--- src/rtl/cmc_pkg.sv ---
package cmc_pkg;
  typedef enum logic [1:0] {
    CLS_HIT  = 2'd0,
    CLS_COLD = 2'd1,
    CLS_CONF = 2'd2,
    CLS_CAP  = 2'd3
  } cls_e;
  localparam int unsigned NUM_CLS = 4;
endpackage

--- src/rtl/cmc_dm_tags.sv ---
module cmc_dm_tags #(
  parameter int unsigned IDX_W = 3,
  parameter int unsigned TAG_W = 7
) (
  input  logic             clk_i,
  input  logic             rst_ni,
  input  logic             acc_i,
  input  logic [IDX_W-1:0] idx_i,
  input  logic [TAG_W-1:0] tag_i,
  output logic             hit_o
);
  localparam int unsigned SETS = 1 << IDX_W;

  logic [SETS-1:0]  vld_q;
  logic [TAG_W-1:0] tag_q [SETS];

  assign hit_o = vld_q[idx_i] && (tag_q[idx_i] == tag_i);

  always_ff @(posedge clk_i or negedge rst_ni) begin
    if (!rst_ni) begin
      vld_q <= '0;
      for (int i = 0; i < SETS; i++) tag_q[i] <= '0;
    end else if (acc_i) begin
      vld_q[idx_i] <= 1'b1;
      tag_q[idx_i] <= tag_i;
    end
  end


  fill_then_hit_chk: assert property (@(posedge clk_i) disable iff (!rst_ni)
    acc_i |=> (vld_q[$past(idx_i)] && tag_q[$past(idx_i)] == $past(tag_i)));
endmodule

--- src/rtl/cmc_seen_map.sv ---
module cmc_seen_map #(
  parameter int unsigned BLK_W = 10
) (
  input  logic             clk_i,
  input  logic             rst_ni,
  input  logic             acc_i,
  input  logic [BLK_W-1:0] blk_i,
  output logic             seen_o
);
  localparam int unsigned NBLK = 1 << BLK_W;

  logic [NBLK-1:0] map_q;

  assign seen_o = map_q[blk_i];

  always_ff @(posedge clk_i or negedge rst_ni) begin
    if (!rst_ni)    map_q <= '0;
    else if (acc_i) map_q[blk_i] <= 1'b1;
  end


  seen_sticky_chk: assert property (@(posedge clk_i) disable iff (!rst_ni)
    acc_i |=> map_q[$past(blk_i)]);
endmodule

--- src/rtl/cmc_lru_shadow.sv ---
module cmc_lru_shadow #(
  parameter int unsigned LINES = 8,
  parameter int unsigned BLK_W = 10
) (
  input  logic             clk_i,
  input  logic             rst_ni,
  input  logic             acc_i,
  input  logic [BLK_W-1:0] blk_i,
  output logic             hit_o
);
  localparam int unsigned AGE_W = (LINES > 1) ? $clog2(LINES) : 1;
  localparam int unsigned WAY_W = AGE_W;

  logic [LINES-1:0] vld_q;
  logic [BLK_W-1:0] tag_q [LINES];
  logic [AGE_W-1:0] age_q [LINES];
  logic [LINES-1:0] hit_vec;
  logic [WAY_W-1:0] hit_way, vic_way;
  logic             has_free;

  for (genvar w = 0; w < LINES; w++) begin : g_cmp
    assign hit_vec[w] = vld_q[w] && (tag_q[w] == blk_i);
  end

  assign hit_o = |hit_vec;

  always_comb begin
    hit_way  = '0;
    vic_way  = '0;
    has_free = 1'b0;
    for (int w = LINES - 1; w >= 0; w--) begin
      if (hit_vec[w]) hit_way = WAY_W'(w);
      if (!vld_q[w]) begin
        vic_way  = WAY_W'(w);
        has_free = 1'b1;
      end
    end
    if (!has_free) begin
      for (int w = 0; w < LINES; w++)
        if (age_q[w] == AGE_W'(LINES - 1)) vic_way = WAY_W'(w);
    end
  end

  always_ff @(posedge clk_i or negedge rst_ni) begin
    if (!rst_ni) begin
      vld_q <= '0;
      for (int w = 0; w < LINES; w++) begin
        tag_q[w] <= '0;
        age_q[w] <= '0;
      end
    end else if (acc_i) begin
      for (int w = 0; w < LINES; w++) begin
        if (hit_o) begin
          if (WAY_W'(w) == hit_way) age_q[w] <= '0;
          else if (vld_q[w] && age_q[w] < age_q[hit_way]) age_q[w] <= age_q[w] + AGE_W'(1);
        end else if (WAY_W'(w) == vic_way) begin
          vld_q[w] <= 1'b1;
          tag_q[w] <= blk_i;
          age_q[w] <= '0;
        end else if (vld_q[w]) begin
          age_q[w] <= age_q[w] + AGE_W'(1);
        end
      end
    end
  end


  no_dup_line_chk: assert property (@(posedge clk_i) disable iff (!rst_ni)
    $onehot0(hit_vec));

  mru_after_acc_chk: assert property (@(posedge clk_i) disable iff (!rst_ni)
    acc_i |=> hit_o || (blk_i != $past(blk_i)));
endmodule

--- src/rtl/cmc_classifier.sv ---
module cmc_classifier
  import cmc_pkg::*;
#(
  parameter int unsigned ADDR_W = 12,
  parameter int unsigned OFF_W  = 2,
  parameter int unsigned IDX_W  = 3,
  parameter int unsigned CNT_W  = 16
) (
  input  logic              clk_i,
  input  logic              rst_ni,
  input  logic              valid_i,
  input  logic [ADDR_W-1:0] addr_i,
  output logic              class_valid_o,
  output logic [3:0]        class_o,
  output logic [CNT_W-1:0]  hit_cnt_o,
  output logic [CNT_W-1:0]  cold_cnt_o,
  output logic [CNT_W-1:0]  conflict_cnt_o,
  output logic [CNT_W-1:0]  capacity_cnt_o
);
  localparam int unsigned BLK_W = ADDR_W - OFF_W;
  localparam int unsigned TAG_W = BLK_W - IDX_W;
  localparam int unsigned LINES = 1 << IDX_W;

  logic [BLK_W-1:0] blk;
  logic             dm_hit, seen, sh_hit;
  cls_e             cls_d;
  logic [3:0]       cls_q;
  logic             cv_q;
  logic [CNT_W-1:0] cnt_q [NUM_CLS];

  assign blk = addr_i[ADDR_W-1:OFF_W];

  cmc_dm_tags #(.IDX_W(IDX_W), .TAG_W(TAG_W)) i_dm (
    .clk_i, .rst_ni, .acc_i(valid_i),
    .idx_i(blk[IDX_W-1:0]), .tag_i(blk[BLK_W-1:IDX_W]), .hit_o(dm_hit));

  cmc_seen_map #(.BLK_W(BLK_W)) i_seen (
    .clk_i, .rst_ni, .acc_i(valid_i), .blk_i(blk), .seen_o(seen));

  cmc_lru_shadow #(.LINES(LINES), .BLK_W(BLK_W)) i_shadow (
    .clk_i, .rst_ni, .acc_i(valid_i), .blk_i(blk), .hit_o(sh_hit));

  always_comb begin
    if (dm_hit)     cls_d = CLS_HIT;
    else if (!seen) cls_d = CLS_COLD;
    else if (sh_hit) cls_d = CLS_CONF;
    else            cls_d = CLS_CAP;
  end

  always_ff @(posedge clk_i or negedge rst_ni) begin
    if (!rst_ni) begin
      cv_q  <= 1'b0;
      cls_q <= '0;
    end else begin
      cv_q  <= valid_i;
      cls_q <= valid_i ? (4'b0001 << cls_d) : 4'b0000;
    end
  end

  for (genvar c = 0; c < NUM_CLS; c++) begin : g_cnt
    always_ff @(posedge clk_i or negedge rst_ni) begin
      if (!rst_ni) cnt_q[c] <= '0;
      else if (valid_i && cls_d == cls_e'(c) && cnt_q[c] != '1)
        cnt_q[c] <= cnt_q[c] + CNT_W'(1);
    end
  end

  assign class_valid_o  = cv_q;
  assign class_o        = cls_q;
  assign hit_cnt_o      = cnt_q[0];
  assign cold_cnt_o     = cnt_q[1];
  assign conflict_cnt_o = cnt_q[2];
  assign capacity_cnt_o = cnt_q[3];


  onehot_label_chk: assert property (@(posedge clk_i) disable iff (!rst_ni)
    class_valid_o |-> $onehot(class_o));

  label_follows_chk: assert property (@(posedge clk_i) disable iff (!rst_ni)
    valid_i |=> class_valid_o);

  idle_stable_chk: assert property (@(posedge clk_i) disable iff (!rst_ni)
    !valid_i |=> $stable(hit_cnt_o) && $stable(cold_cnt_o) &&
                 $stable(conflict_cnt_o) && $stable(capacity_cnt_o) && !class_valid_o);

  no_wrap_chk: assert property (@(posedge clk_i) disable iff (!rst_ni)
    hit_cnt_o >= $past(hit_cnt_o) && cold_cnt_o >= $past(cold_cnt_o) &&
    conflict_cnt_o >= $past(conflict_cnt_o) && capacity_cnt_o >= $past(capacity_cnt_o));

  hit_was_seen_chk: assert property (@(posedge clk_i) disable iff (!rst_ni)
    (valid_i && dm_hit) |-> seen);
endmodule

--- config.mk ---
export PLATFORM = sky130hd
export DESIGN_NAME = cmc_classifier
export DESIGN_NICKNAME = d
export VERILOG_FILES = /design/src/rtl/cmc_pkg.sv /design/src/rtl/cmc_dm_tags.sv /design/src/rtl/cmc_seen_map.sv /design/src/rtl/cmc_lru_shadow.sv /design/src/rtl/cmc_classifier.sv
export SDC_FILE = /design/constraint.sdc
export NUM_CORES = 2
export LEC_CHECK = 0
export BUFFER_PORTS_ARGS = -buffer_cell sky130_fd_sc_hd__buf_2
export CAP_MARGIN = 20
export CELL_PAD_IN_SITES_DETAIL_PLACEMENT = 1
export CELL_PAD_IN_SITES_GLOBAL_PLACEMENT = 1
export CORE_UTILIZATION = 45
export CTS_CLUSTER_SIZE = 40
export DETAILED_ROUTE_END_ITERATION = 10
export PLACE_DENSITY = 0.66
export SETUP_SLACK_MARGIN = 0.5
export SLEW_MARGIN = 20
export SYNTH_ARGS = -nofsm -noshare
export SYNTH_HDL_FRONTEND = slang
export SYNTH_SLANG_ARGS = --single-unit
--- constraint.sdc ---
create_clock -name clk_i -period 5.9 [get_ports clk_i]
set_input_delay 0.59 -clock clk_i [delete_from_list [all_inputs] [get_ports clk_i]]
set_output_delay 0.59 -clock clk_i [all_outputs]
set_load 0.01 [all_outputs]
Word-level counts from Yosys, hierarchy flattened

Cells that the tools add are included.

Bits in registers: 1269
Latch bits: 0
RAM bits: 0
Bits in read-only memories: 0
Bits of input ports: 15
Output and inout bits: 69
Logic and storage cells: 269
Memories: 0

Add/subtract/negate cells: 12
$mul: 0
Divide/modulo/power cells: 0
Magnitude comparators: 15
Equality and inequality tests: 46
Shift-type cells: 1
Mux-type cells: 94
Bitwise operators: 5
Reductions and logical operators: 56

Operators with widths:

| operator                                             | count |
|---|---|
| bitwise OR 1024 bit                                  | 1 |
| two-way mux 3 bit                                    | 67 |
| equality test 10 bit                                 | 8 |
| adder 16 x 1 -> 16 bit, second input constant        | 4 |
| inequality test 16 bit, second input constant        | 4 |
| bitwise mux 56 bit                                   | 1 |
| AND reduction 3 bit                                  | 16 |
| logical AND 1 bit                                    | 28 |
| adder 3 x 1 -> 3 bit, second input constant          | 8 |
| equality test 3 bit, first input constant            | 8 |
| equality test 3 bit, second input constant           | 8 |
| < comparator 3 bit                                   | 8 |
| inequality test 3 bit, second input constant         | 8 |
| nonzero test 3 bit                                   | 8 |
| binary-select mux 7 bit (select 3 bit)               | 1 |
| demux 7 bit (select 3 bit)                           | 1 |
| two-way mux 7 bit                                    | 3 |
| two-way mux 1 bit                                    | 13 |
| equality test 2 x 3 -> 1 bit, first input constant   | 4 |
| < comparator 10 x 11 -> 1 bit, second input constant | 1 |
| binary-select mux 1 bit (select 10 bit)              | 1 |
| demux 1 bit (select 10 bit)                          | 1 |
| >= comparator 10 x 1 -> 1 bit, second input constant | 1 |
| binary-select mux 3 bit (select 3 bit)               | 1 |
| other kinds (19)                                     | 25 |

Longest topological paths before layout

Word-level depth: 20
Mapped depth: 20
Mapped depth without buffers: 17

Modules after synthesis

A second synthesis with hierarchy kept.

Cells, all modules: 4464
Area total of the unflattened synthesis: 56641.8 µm²

By module, submodules not included:

| module         | times used | cells an instance | area each (µm²) | seq. area each (µm²) |
|---|---|---|---|---|
| cmc_seen_map   | 1          | 3294              | 43140.1         | 25624.6 |
| cmc_lru_shadow | 1          | 677               | 7110.6          | 2802.7 |
| cmc_classifier | 1          | 307               | 3424.5          | 1726.7 |
| cmc_dm_tags    | 1          | 186               | 2966.6          | 1601.5 |

Least setup slack after synthesis

Ideal clock, no wire load.

Path type: input to register
From: input port addr_i[6]
To: register i_shadow.age_q[2] (netlist bit)
Library setup time: 121 ps
Arrival time: 4191 ps
Required time: 5779 ps
Setup slack: 1588 ps
Stages on the path: 19
Path buffers: 3
Cell sequence: buf_4 -> buf_6 -> buf_6 -> xnor2_1 -> nand4_1 -> or3_1 -> a21oi_1 -> a21oi_1 -> nor2_1 -> nor2b_1 -> a211oi_1 -> a21oi_1 -> mux2i_1 -> ha_1 -> nor2b_1 -> o31a_1 -> and2_1 -> o31a_1 -> a22o_1

Longest elaborated chain between the ends: 18
Elaborated cells between the ends (all ways): 37
Those cells by class: order compare: 1; eq/ne: 10; mux: 13; bitwise: 1; reduce/logical: 12

Ends and longest elaborated chain:

| what                                                 | line                 | text |
|---|---|---|
| start: declaration                                   | cmc_classifier.sv:12 | `input logic [ADDR_W-1:0] addr_i,` |
| equality test 10 bit                                 | cmc_lru_shadow.sv:22 | `assign hit_vec[w] = vld_q[w] && (tag_q[w] == blk_i);` |
| logical AND 1 bit                                    | cmc_lru_shadow.sv:22 |  |
| two-way mux 3 bit (8 in a row)                       | cmc_lru_shadow.sv:32 | `if (hit_vec[w]) hit_way = WAY_W'(w);` |
| NOT 3 -> 4 bit (not written as such)                 | cmc_lru_shadow.sv:55 | `else if (vld_q[w] && age_q[w] < age_q[hit_way]) age_q[w] <= age_q[w] + AGE_W'(1);` |
| binary-select mux 3 bit (select 3 bit)               | cmc_lru_shadow.sv:55 |  |
| two-way mux 3 bit (not written as such) (2 in a row) | cmc_lru_shadow.sv:55 |  |
| < comparator 3 bit                                   | cmc_lru_shadow.sv:55 |  |
| logical AND 1 bit                                    | cmc_lru_shadow.sv:55 |  |
| inequality test 3 bit (no line)                      | -                    |  |
| AND reduction 3 bit (no line)                        | -                    |  |
| end signal: indexed assignment                       | cmc_lru_shadow.sv:61 | `age_q[w] <= age_q[w] + AGE_W'(1);` |
| end: declaration                                     | cmc_lru_shadow.sv:16 | `logic [AGE_W-1:0] age_q [LINES];` |

Several ways; a longest one is shown, not always the timed one. The select of a mux whose other input is x is not followed.
A chain may end at the register's enable or synchronous reset.

Worst setup path after layout

From: input port addr_i[4]
To: register cnt_q (netlist bit cold_cnt_o[1])

Longest elaborated chain between the ends: 10
Elaborated cells between the ends (all ways): 33
Those cells by class: eq/ne: 10; mux: 10; bitwise: 1; reduce/logical: 12

Ends and longest elaborated chain:

| what                                                                            | line                 | text |
|---|---|---|
| branches (longest 6 deep; another with binary-select mux 1 bit (select 10 bit)) | -                    |  |
| two-way mux 2 bit (*)                                                           | cmc_classifier.sv:44 | `if (dm_hit) cls_d = CLS_HIT;` |
| equality test 2 x 1 -> 1 bit (*)                                                | cmc_classifier.sv:63 | `else if (valid_i && cls_d == cls_e'(c) && cnt_q[c] != '1)` |
| logical AND 1 bit (*) (2 in a row)                                              | cmc_classifier.sv:63 |  |
| end signal: indexed assignment                                                  | cmc_classifier.sv:64 | `cnt_q[c] <= cnt_q[c] + CNT_W'(1);` |
| end: declaration                                                                | cmc_classifier.sv:29 | `logic [CNT_W-1:0] cnt_q [NUM_CLS];` |

Mark *: on every way between the ends. The select of a mux whose other input is x is not followed.

==> flow_summary.toml <==
[status]
status = "completed"

[floorplanning]
initial_core_util_pct = 45.6
die_width_um = 354
ios = 84
core_mm2 = 0.122
rows = 128
dieHeight_um = 354
dieArea_mm2 = 0.125

[critical_path]
worstSetupPathType = "input pin to flop"
crit_start = "addr_i[4]"
rr_worst_depth = 13
path_max_fanout = 29
cp.required_ns = 6.55
start_kind = "input pin"
cp.arrival_ns = 5.78
critPathCaptureType = "flop"
regToRegStartpoint = "i_seen.map_q[10]$_DFFE_PN0P_"
rrSetupSlack_ns = 1.48

[clock_network]
cts_tree = "done"
clock_latency_ns = 0.78
cts_made_buffers = 140
clock_sinks = 1269
clockBufferDepth = 3
clk_root_buffer_cell = "clkbuf_16"
htree_num_levels = 4
clkSlewWorstSetupHoldPaths_ns = 0.06
ctsResizeCount = 0

[drt]
viasPerCell = 6.19
dr.first_iter.drc_count = 3106
vias = 38255
drc_errors = 0
wl_per_cell_um = 29.1
postRouteAntennaNets = 0
drt_wl_total_um = 180000
drt_pre_antenna_iters = 5

[layout]
finalNonFillerCells = 6185
area_delta_synth_final_pct = 14.1
final_layout_size_suffix_gt1_share_pct = 18.6
final_nets = 4493

[power]
pwr-share-clk_pct = 40.4
p_switching_mw = 6.07
powerDensity_mw_per_mm2 = 350
p_int_mw = 16.2
cellLeakagePower_nw = 36.9
p_seq_share_pct = 44.7
switching_share_pct = 27.3
comb_power_share_pct = 14.9
ir_worst_vdd_mv = 0.309

[synth]
syn_area_per_cell_um2 = 12.8
synth_fp_nets = 4413
synth_area_mm2 = 0.0558
ys_seq_elements = 1269
ys.flop_type = "dfrtp_1"
yosysUniqueCellTypes = 91
ys_seq_area_share_pct = 57.0
synth-warning-count = 0
async_flop_share_pct = 100
synth_edf_count = 0
synth_cells = 4370

[hold_path]
min_path_type = "input pin to flop"
min_from = "valid_i"
whs_path_depth = 2

[timing]
slew_headroom_pct = 31.7
finalSetupViolations = 0
min_period_ns = 5.13
finalSetupTns_ns = 0
slew_violations = 0
finalHoldViolCount = 0
fin_crit_sh_pct = 87.0
max_freq_mhz = 195
rsz0062_at_grt = "false"
skew_ns = 0.0252
worst_pin_slew_ns = 1.02

[global_routing]
grt_pass1_wl_um = 274000
overflow = 0
grt_util_all_layers_pct = 29.3
grt_max_degree = 186
antenna_found_initial = 3
grt_pass1_vias = 40471

[place]
io_buffers = 81
finalWeightedCongestion = 0.835
place_inst = 5931
hpwl_um = 109000

[run]
maxCapViolCount = 0
layout by cell type (no fill, tap or decap), types with 27 or more instances in the layout:
master,count
o22ai_1,160
mux2i_1,339
nand3_1,58
nor4_1,44
mux4_2,113
clkbuf_16,146
nor2_4,32
ha_1,28
buf_2,78
o21ai_0,46
nand2_1,121
nand4_1,52
and3_1,33
mux2_2,117
clkbuf_8,34
a21oi_1,34
buf_4,181
a22oi_1,36
buf_12,27
dfrtp_1,1269
a21o_1,956
xnor2_1,122
nor2_1,46
o21bai_1,77
cells by family (layout without fill, tap and decap cells):
family | after synthesis | in the layout | synth area share, %
compound gates | 1409 | 1409 | 18.5
mux | 570 | 570 | 13.0
simple gates | 558 | 558 | 5.43
buf+inv | 386 | 575 | 3.11
xor+xnor | 145 | 145 | 2.28
other cells | 0 | 1 | 0
flops | 1269 | 1269 | 57.0
fa+ha+maj | 33 | 33 | 0.723
power groups by stage:
stage | Combinational [mW] | Sequential, mW | Clock, mW
6_report | 3.31 | 9.94 | 9.01
5_1_grt | 3.66 | 10.0 | 9.50
4_1_cts | 3.34 | 9.94 | 9.18
3_5_place_dp | 3.32 | 10.1 | 0
3_3_place_gp | 3.23 | 10.1 | 0
2_1_floorplan | 2.31 | 9.94 | 0
registers in the layout, summed over array words and instances (netlist names):
name	flops
class_o	4
i_seen.map_q	1024
cold_cnt_o	16
i_dm.vld_q	8
i_dm.tag_q	56
class_valid_o	1
conflict_cnt_o	16
i_shadow.tag_q	80
i_shadow.age_q	24
hit_cnt_o	16
capacity_cnt_o	16
i_shadow.vld_q	8
metal layers:
metal,share of wire (%),global-route usage (%),wire length [µm]
met1,45,41.7,81600
met2,47,46.2,84100
met3,5.0,4.47,8920
met4,2.9,9.24,5190
met5,0,0,0
worst max-delay path, stage by stage:
cell	delay, ns
buf_2	0.57
nand4bb_2	0.70
buf_4	0.28
o22ai_1	0.07
nor4_1	0.35
nand2_1	0.22
a22o_1	0.36
nor4_1	0.60
buf_4	0.21
nand4_1	0.23
nor3b_2	0.58
buf_4	0.25
nor3b_4	0.17
buf_4	0.22
mux2_2	0.35
worst paths after layout:
path                                                       to
worst min register to register  i_seen.map_q[347]$_DFFE_PN0P_
worst max register to register      cold_cnt_o[1]$_DFFE_PN0P_
max in group asynchronous       i_seen.map_q[139]$_DFFE_PN0P_
worst max-delay path                cold_cnt_o[1]$_DFFE_PN0P_
min in group asynchronous           i_dm.vld_q[4]$_DFFE_PN0P_
worst min-delay path                  class_valid_o$_DFF_PN0_
per-stage QoR:
step | hold WS (ns) | total power [mW] | area (µm²) | utilization (%) | setup WS [ns]
final | 0.262 | 22.3 | 63600 | 52.0 | 0.770
after global routing | 0.244 | 23.2 | 63600 | 52.0 | 0.734
after CTS | 0.224 | 22.5 | 63600 | 52.0 | 0.976
after detailed placement | 0.439 | 13.4 | 58900 | 48.1 | 0.154
after global placement | 0.432 | 13.3 | 58900 | 48.1 | 0.163
after floorplan | 0.294 | 12.3 | 55800 | - | 1.59
repair_timing:
| item | CTS | global route |
|---|---|---|
| endpoints found under the hold margin | 112 | 0 |
| buffers inserted | 0 | 0 |
| hold buffers | 1 | 0 |
area by class of cell:
type	count	area, µm²
fillers	12194	58700
multi-input cells	2715	22600
clock buffers	206	4220
well taps	1625	2030
inverters	34	128
flip-flops and latches	1269	31800
clock inverters	45	504
repair buffers	290	2360
diodes	1	2.50
synth_stat cells (all sizes together), types with 26 or more instances:
cell type	number	area share [%]
nand4	52	0.58
nor4	45	0.52
mux2	118	2.4
dfrtp	1269	57
nand3	60	0.56
a21oi	35	0.32
and3	33	0.37
a22oi	36	0.48
nor3	26	0.25
buf	118	1.3
nor2	103	0.70
mux4	113	4.6
o21ai	49	0.44
xnor2	122	1.9
a21o	956	13
ha	28	0.63
nand2	122	0.83
o21bai	77	1.0
o22ai	160	1.8
mux2i	339	6.1
inv	26	0.18
clkbuf	234	1.6
Note: power is estimated with default switching activity, not from simulation.
